$ cat src/rtl/adc_seq_pkg.sv
package adc_seq_pkg;
  localparam int unsigned MAX_CH = 8;
  // counted-edge index inside a slot (0-based)
  localparam logic [3:0] EDGE_REWIND = 4'd13;
  localparam logic [3:0] EDGE_LATCH  = 4'd14;
  localparam logic [3:0] EDGE_LAST   = 4'd15;

  function automatic int unsigned ch_first(input logic [MAX_CH-1:0] m, input int unsigned n);
    ch_first = 0;
    for (int i = int'(n) - 1; i >= 0; i--) if (m[i]) ch_first = i;
  endfunction

  function automatic int unsigned ch_last(input logic [MAX_CH-1:0] m, input int unsigned n);
    ch_last = 0;
    for (int i = 0; i < int'(n); i++) if (m[i]) ch_last = i;
  endfunction

  function automatic int unsigned ch_next(input logic [MAX_CH-1:0] m, input int unsigned n,
                                          input int unsigned cur);
    ch_next = cur;
    for (int k = int'(n) - 1; k >= 1; k--) begin
      if (m[(cur + k) % n]) ch_next = (cur + k) % n;
    end
  endfunction
endpackage

$ cat src/rtl/adc_seq_edge_sync.sv
module adc_seq_edge_sync (
  input  logic clk_i,
  input  logic rst_ni,
  input  logic async_i,
  output logic fall_o
);
  logic [2:0] sh_q;

  always_ff @(posedge clk_i or negedge rst_ni) begin
    if (!rst_ni) sh_q <= '1;
    else         sh_q <= {sh_q[1:0], async_i};
  end

  assign fall_o = sh_q[2] & ~sh_q[1];
endmodule

$ cat src/rtl/adc_seq_ctrl.sv
module adc_seq_ctrl
  import adc_seq_pkg::*;
#(
  parameter int unsigned NCH       = 4,
  parameter int unsigned GUARD_CYC = 50,
  localparam int unsigned CHW      = (NCH > 1) ? $clog2(NCH) : 1,
  localparam int unsigned GW       = $clog2(GUARD_CYC + 2)
) (
  input  logic           clk_i,
  input  logic           rst_ni,
  input  logic           fall_i,
  input  logic           start_i,
  input  logic           standby_ni,
  input  logic [NCH-1:0] ch_mask_i,
  output logic           busy_o,
  output logic           eoc_no,
  output logic [NCH-1:0] mask_o,
  output logic           latch_o,
  output logic [CHW-1:0] latch_ch_o,
  output logic           rewind_o
);
  logic           start_q, active_q, busy_q, eoc_nq, first_slot_q;
  logic [3:0]     edge_cnt_q;
  logic [CHW-1:0] cur_q, first_ch, next_ch;
  logic [NCH-1:0] mask_q;
  logic [GW-1:0]  guard_q;
  logic           accept, count_edge, is_last;

  assign accept     = start_i & ~start_q & standby_ni & ~active_q & (|ch_mask_i);
  assign count_edge = fall_i & active_q & standby_ni & (guard_q == '0);
  assign first_ch   = CHW'(ch_first(MAX_CH'(ch_mask_i), NCH));
  assign next_ch    = CHW'(ch_next(MAX_CH'(mask_q), NCH, int'(cur_q)));
  assign is_last    = (cur_q == CHW'(ch_last(MAX_CH'(mask_q), NCH)));

  always_ff @(posedge clk_i or negedge rst_ni) begin
    if (!rst_ni) begin
      start_q      <= 1'b0;
      active_q     <= 1'b0;
      busy_q       <= 1'b0;
      eoc_nq       <= 1'b1;
      first_slot_q <= 1'b0;
      edge_cnt_q   <= '0;
      cur_q        <= '0;
      mask_q       <= '0;
      guard_q      <= '0;
    end else begin
      start_q <= start_i;
      if (guard_q != '0) guard_q <= guard_q - 1'b1;
      if (accept) begin
        active_q     <= 1'b1;
        busy_q       <= 1'b1;
        first_slot_q <= 1'b1;
        mask_q       <= ch_mask_i;
        cur_q        <= first_ch;
        edge_cnt_q   <= '0;
        guard_q      <= GW'(GUARD_CYC);
      end else if (count_edge) begin
        edge_cnt_q <= edge_cnt_q + 1'b1;
        if (edge_cnt_q == EDGE_LATCH) begin
          eoc_nq <= 1'b0;
          if (is_last) busy_q <= 1'b0;
        end
        if (edge_cnt_q == EDGE_LAST) begin
          eoc_nq       <= 1'b1;
          edge_cnt_q   <= '0;
          first_slot_q <= 1'b0;
          if (is_last) active_q <= 1'b0;
          else         cur_q    <= next_ch;
        end
      end
    end
  end

  assign busy_o     = busy_q;
  assign eoc_no     = eoc_nq;
  assign mask_o     = mask_q;
  assign latch_o    = count_edge & (edge_cnt_q == EDGE_LATCH);
  assign latch_ch_o = cur_q;
  assign rewind_o   = count_edge & first_slot_q & (edge_cnt_q == EDGE_REWIND);
endmodule

$ cat src/rtl/adc_seq_regs.sv
module adc_seq_regs
  import adc_seq_pkg::*;
#(
  parameter int unsigned NCH = 4,
  parameter int unsigned DW  = 14,
  localparam int unsigned CHW = (NCH > 1) ? $clog2(NCH) : 1
) (
  input  logic              clk_i,
  input  logic              rst_ni,
  input  logic              latch_i,
  input  logic [CHW-1:0]    latch_ch_i,
  input  logic              rewind_i,
  input  logic              rd_i,
  input  logic [NCH-1:0]    mask_i,
  input  logic [NCH*DW-1:0] sample_i,
  output logic [DW-1:0]     data_o,
  output logic              first_o
);
  logic [DW-1:0]  regs_q [NCH];
  logic [CHW-1:0] ptr_q, ptr_first, ptr_next;
  logic [DW-1:0]  data_q;
  logic           first_q;

  for (genvar c = 0; c < NCH; c++) begin : g_reg
    always_ff @(posedge clk_i or negedge rst_ni) begin
      if (!rst_ni)                                  regs_q[c] <= '0;
      else if (latch_i && latch_ch_i == CHW'(c))    regs_q[c] <= sample_i[c*DW +: DW];
    end
  end

  assign ptr_first = CHW'(ch_first(MAX_CH'(mask_i), NCH));
  assign ptr_next  = CHW'(ch_next(MAX_CH'(mask_i), NCH, int'(ptr_q)));

  always_ff @(posedge clk_i or negedge rst_ni) begin
    if (!rst_ni) begin
      ptr_q   <= '0;
      data_q  <= '0;
      first_q <= 1'b0;
    end else if (rewind_i) begin
      ptr_q   <= ptr_first;
      first_q <= 1'b1;
    end else if (rd_i) begin
      data_q <= regs_q[ptr_q];
      ptr_q  <= ptr_next;
      if (ptr_q == ptr_first) first_q <= 1'b0;
    end
  end

  assign data_o  = data_q;
  assign first_o = first_q;
endmodule

$ cat src/rtl/adc_seq_top.sv
module adc_seq_top #(
  parameter int unsigned NCH       = 4,
  parameter int unsigned DW        = 14,
  parameter int unsigned GUARD_CYC = 50,
  localparam int unsigned CHW      = (NCH > 1) ? $clog2(NCH) : 1
) (
  input  logic              clk_i,
  input  logic              rst_ni,
  input  logic              conv_clk_i,
  input  logic              start_i,
  input  logic              standby_ni,
  input  logic [NCH-1:0]    ch_mask_i,
  input  logic [NCH*DW-1:0] sample_i,
  input  logic              rd_i,
  output logic              busy_o,
  output logic              eoc_no,
  output logic              first_o,
  output logic [DW-1:0]     data_o
);
  logic           fall;
  logic [NCH-1:0] mask;
  logic           latch, rewind;
  logic [CHW-1:0] latch_ch;

  adc_seq_edge_sync u_sync (
    .clk_i  (clk_i),
    .rst_ni (rst_ni),
    .async_i(conv_clk_i),
    .fall_o (fall)
  );

  adc_seq_ctrl #(.NCH(NCH), .GUARD_CYC(GUARD_CYC)) u_ctrl (
    .clk_i     (clk_i),
    .rst_ni    (rst_ni),
    .fall_i    (fall),
    .start_i   (start_i),
    .standby_ni(standby_ni),
    .ch_mask_i (ch_mask_i),
    .busy_o    (busy_o),
    .eoc_no    (eoc_no),
    .mask_o    (mask),
    .latch_o   (latch),
    .latch_ch_o(latch_ch),
    .rewind_o  (rewind)
  );

  adc_seq_regs #(.NCH(NCH), .DW(DW)) u_regs (
    .clk_i     (clk_i),
    .rst_ni    (rst_ni),
    .latch_i   (latch),
    .latch_ch_i(latch_ch),
    .rewind_i  (rewind),
    .rd_i      (rd_i),
    .mask_i    (mask),
    .sample_i  (sample_i),
    .data_o    (data_o),
    .first_o   (first_o)
  );
endmodule

$ cat config.mk
export PLATFORM = sky130hd
export DESIGN_NAME = adc_seq_top
export DESIGN_NICKNAME = d
export VERILOG_FILES = /design/src/rtl/adc_seq_pkg.sv /design/src/rtl/adc_seq_edge_sync.sv /design/src/rtl/adc_seq_ctrl.sv /design/src/rtl/adc_seq_regs.sv /design/src/rtl/adc_seq_top.sv
export SDC_FILE = /design/constraint.sdc
export NUM_CORES = 1
export LEC_CHECK = 0
export BUFFER_PORTS_ARGS = -buffer_cell sky130_fd_sc_hd__buf_2
export CORE_MARGIN = 4
export CORE_UTILIZATION = 55
export DETAILED_ROUTE_END_ITERATION = 7
export PLACE_DENSITY = 0.78
export SYNTH_ARGS = -nofsm -noshare
export SYNTH_HDL_FRONTEND = slang
export SYNTH_SLANG_ARGS = --single-unit
$ cat constraint.sdc
create_clock -name clk_i -period 3.15 [get_ports clk_i]
set_clock_uncertainty 0.15 [all_clocks]
set_input_delay 0.1575 -clock clk_i [delete_from_list [all_inputs] [get_ports clk_i]]
set_output_delay 0.1575 -clock clk_i [all_outputs]
set_load 0.05 [all_outputs]
==> key figures <==
Finish
  • Commonest cells after routing, fill and taps aside: dfrtp_1, buf_2, dlygate4sd3_1, mux2_4, mux2_2
  • Post-Layout Cell Count: 597
  • Layout Nets: 562
  • Layout cell share with drive strength beyond 1: 0.4167
  • Fillers: 544
  • Diode count: 0
  • Most common cell after layout, fill and taps aside: dfrtp_1
  • Area grow syn2layout: 26.50%

Die
  • Die height: 101.4 um
  • Die width: 101.4 um
  • Starting Density: 0.5756
  • Die Footprint: 0.01029 mm2
  • Ports: 83
  • Core Box Area: 0.008341 mm2
  • Placement Rows: 33

Yosys
  • Register bit total from synthesis: 97
  • Largest family of logic cells by synthesized area: multiplexers
  • Dominant synthesized flop cell: dfrtp_1
  • Seq/Total Area, Yosys: 0.5066
  • Post-Syn Nets: 418
  • Post-synthesis mux area share: 0.2828
  • Synth Area per Inst: 14.00 um2
  • Ys async rst share: 1.000
  • Post-synthesis cell count: 343
  • Simple-Gate Fraction of Synth Area: 0.07819
  • Ys Warns: 0
  • Synth Cell Area: 0.004801 mm2
  • Post-Synth XOR/XNOR Area: 0.01277
  • EDFF count, synth: 0
  • Synth Area in Compound Gates: 0.05734
  • Netlist cell types: 50
  • Post-Synth Adder-Cell Area: 0.02346

Global route
  • GRT overflow: 0
  • Initial antenna violation count: 0
  • First-pass GRT wire length: 18100 um
  • Vias in the first global route: 3590
  • Largest net degree at the start of global routing: 53
  • Total global-route track usage: 0.2303

Worst setup path
  • CP Class: reg -> reg
  • Worst Path Required: 3.25 ns
  • Worst EP arrival: 2.85 ns
  • Worst setup EP type: flop
  • CP max FO: 14
  • Buf/Inv on CP: 1
  • Family with the most delay on the worst path: simple AND/OR/NAND/NOR gates
  • Critical Path Start: u_ctrl.guard_q[0]
  • Reg-to-reg endpoint: u_regs.regs_q[17]
  • Crit-path cells: inv_1 > ha_1 > or2b_2 > nor3_4 > and3_1 > nand2_4 > mux2_4
  • R2R depth: 7
  • Critical path's slowest cell: and3_1
  • R2r setup slk: 0.40 ns
  • Worst flop-to-flop path startpoint: u_ctrl.guard_q[0]
  • Max incr delay on CP: 0.50 ns
  • Critical Path Source Type: flop

Placed design
  • DP HPWL: 6969 um
  • Placed insts: 518
  • Setup slack at placement: 0.3914 ns
  • Gp weighted congestion: 0.8360
  • I/O Buffers: 82

Route
  • Vias: 3344
  • Drt wl/cell: 18.50 um
  • DRC violations left: 0
  • DRT iter0 DRCs: 123
  • Detailed Route WL: 11050 um
  • Drt pass-1 iters: 4
  • DR vias/cell: 5.601
  • DRT antenna net count: 0

STA
  • # setup viols final: 0
  • Least-Margin Pin Slew: 0.7371 ns
  • Sum Neg Setup Slack: 0 ns
  • Final hold vios: 0
  • Unrepaired setup endpoints after global routing: false
  • Setup WS post-layout: 0.4012 ns
  • Post-layout min period: 2.749 ns
  • Max Freq: 363.8 MHz
  • Rel. slew slack: 0.5040
  • Max-slew violations: 0
  • Final period util: 0.8726

Hold path
  • HP Class: in -> reg
  • Hold Path End: u_regs.first_o
  • Hold Path Origin: rd_i
  • Hold path cells: 4

Flow run
  • Max cap viols: 0

CTS
  • Worst-path clk slew: 0.10 ns
  • CTS tree: done
  • Cts bufs inserted: 9
  • Longest Clk Path Bufs: 2
  • Root Driver: clkbuf_8
  • Clock Latency Late Sink: 0.36 ns
  • H-tree depth: 3
  • Clk sinks: 97

Run status
  • Status: finished clean

Pwr
  • Overall power: 3.194 mW
  • Leakage: 3.124 nW
  • Worst VDD drop: 412.3 uV
  • Power Density: 525.9 mW/mm2
-- layout make-up --
class,instances,area (um2),area share
well taps,105,131.4,0.02163
multi-input cells,218,2182,0.3593
repair buffers,149,1086,0.1788
clock buffers,10,137.6,0.02266
inverters,12,45.04,0.007417
flip-flops and latches,97,2432,0.4005
clock inverters,6,58.81,0.009683
-- sequential cells by signal (all words and copies together), names as in the netlist --
signal	flops
u_ctrl.active_q	1
u_ctrl.busy_o	1
u_ctrl.edge_cnt_q	4
u_ctrl.eoc_no	1
u_ctrl.first_slot_q	1
u_ctrl.guard_q	6
u_ctrl.latch_ch_o	2
u_ctrl.mask_o	4
u_ctrl.start_q	1
u_regs.data_o	14
u_regs.first_o	1
u_regs.ptr_q	2
u_regs.regs_q	56
u_sync.sh_q	3
-- metal layers --
layer  up-vias  routed length [um]  global-route usage
li1       1526                   -                   -
met1      1702                4444              0.2866
met2       104                5885              0.4064
met3        12                 587             0.05028
met4         0                 127             0.06237
met5         -                   0                   0
-- repair_timing --
action | 4_1_cts | 5_1_grt
resized for setup | 0 | 0
setup buffers | 0 | 0
hold endpoints to repair | 104 | 0
hold buffers | 63 | 0
-- report_power, final --
group	internal (mW)	switching, mW
Combinational	0.441	0.420
Sequential	1.35	0.197
Clock	0.325	0.465
-- worst register-to-register path, delay by kind of cell (launching register included) --
kind	cells	cell delay (ns)
mux	1	0.37
fa+ha+maj	1	0.17
buf+inv	1	0.11
flops	1	0.39
simple gates	4	1.45
-- cells in the mapped netlist (3+ instances only) --
master / n / area share
mux2i_1: 7 / 0.015
ha_1: 9 / 0.023
nor3_1: 3 / 0.0031
nand2_1: 10 / 0.0078
o21ai_0: 16 / 0.017
nor4_1: 3 / 0.0039
mux4_2: 14 / 0.066
buf_12: 4 / 0.017
nand2_4: 4 / 0.0094
nand3_1: 3 / 0.0031
mux2_4: 40 / 0.13
a21oi_1: 12 / 0.013
xnor2_1: 5 / 0.0091
nor2_1: 18 / 0.014
clkbuf_1: 9 / 0.0070
mux2_2: 33 / 0.077
a21o_1: 3 / 0.0047
dfstp_2: 4 / 0.022
dfrtp_1: 93 / 0.48
nor2b_1: 3 / 0.0039
inv_1: 12 / 0.0094
-- stage by stage --
| stage | hold WS, ns | cell area [um2] | utilization |
|---|---|---|---|
| 2_1_floorplan | -0.2881 | 4801 | - |
| 3_3_place_gp | 0.05048 | 5246 | 0.6290 |
| 6_report | 0.03551 | 6073 | 0.7282 |
| 3_5_place_dp | 0.05265 | 5246 | 0.6290 |
| 4_1_cts | 0.01338 | 6073 | 0.7282 |
| 5_1_grt | 0.03747 | 6073 | 0.7282 |
-- worst max-delay path by stage --
stage,cells after the start,to
floorplan,8,u_regs.data_o[10]
global route,7,u_regs.data_o[7]
CTS,7,u_regs.regs_q[17]
global placement,7,u_regs.regs_q[25]
finish,7,u_regs.regs_q[17]
detailed placement,7,u_regs.regs_q[22]
-- kinds of logic (layout without fill, tap and decap cells) --
family / count (synthesis) / in the layout
AO/OA/AOI/OAI: 45 / 45
XOR/XNOR: 7 / 7
adder cells (fa/ha/maj): 9 / 9
buffers and inverters: 28 / 177
flip-flops: 97 / 97
multiplexers: 94 / 94
AND/OR/NAND/NOR: 63 / 63
Note: power is estimated with default switching activity, not from simulation.
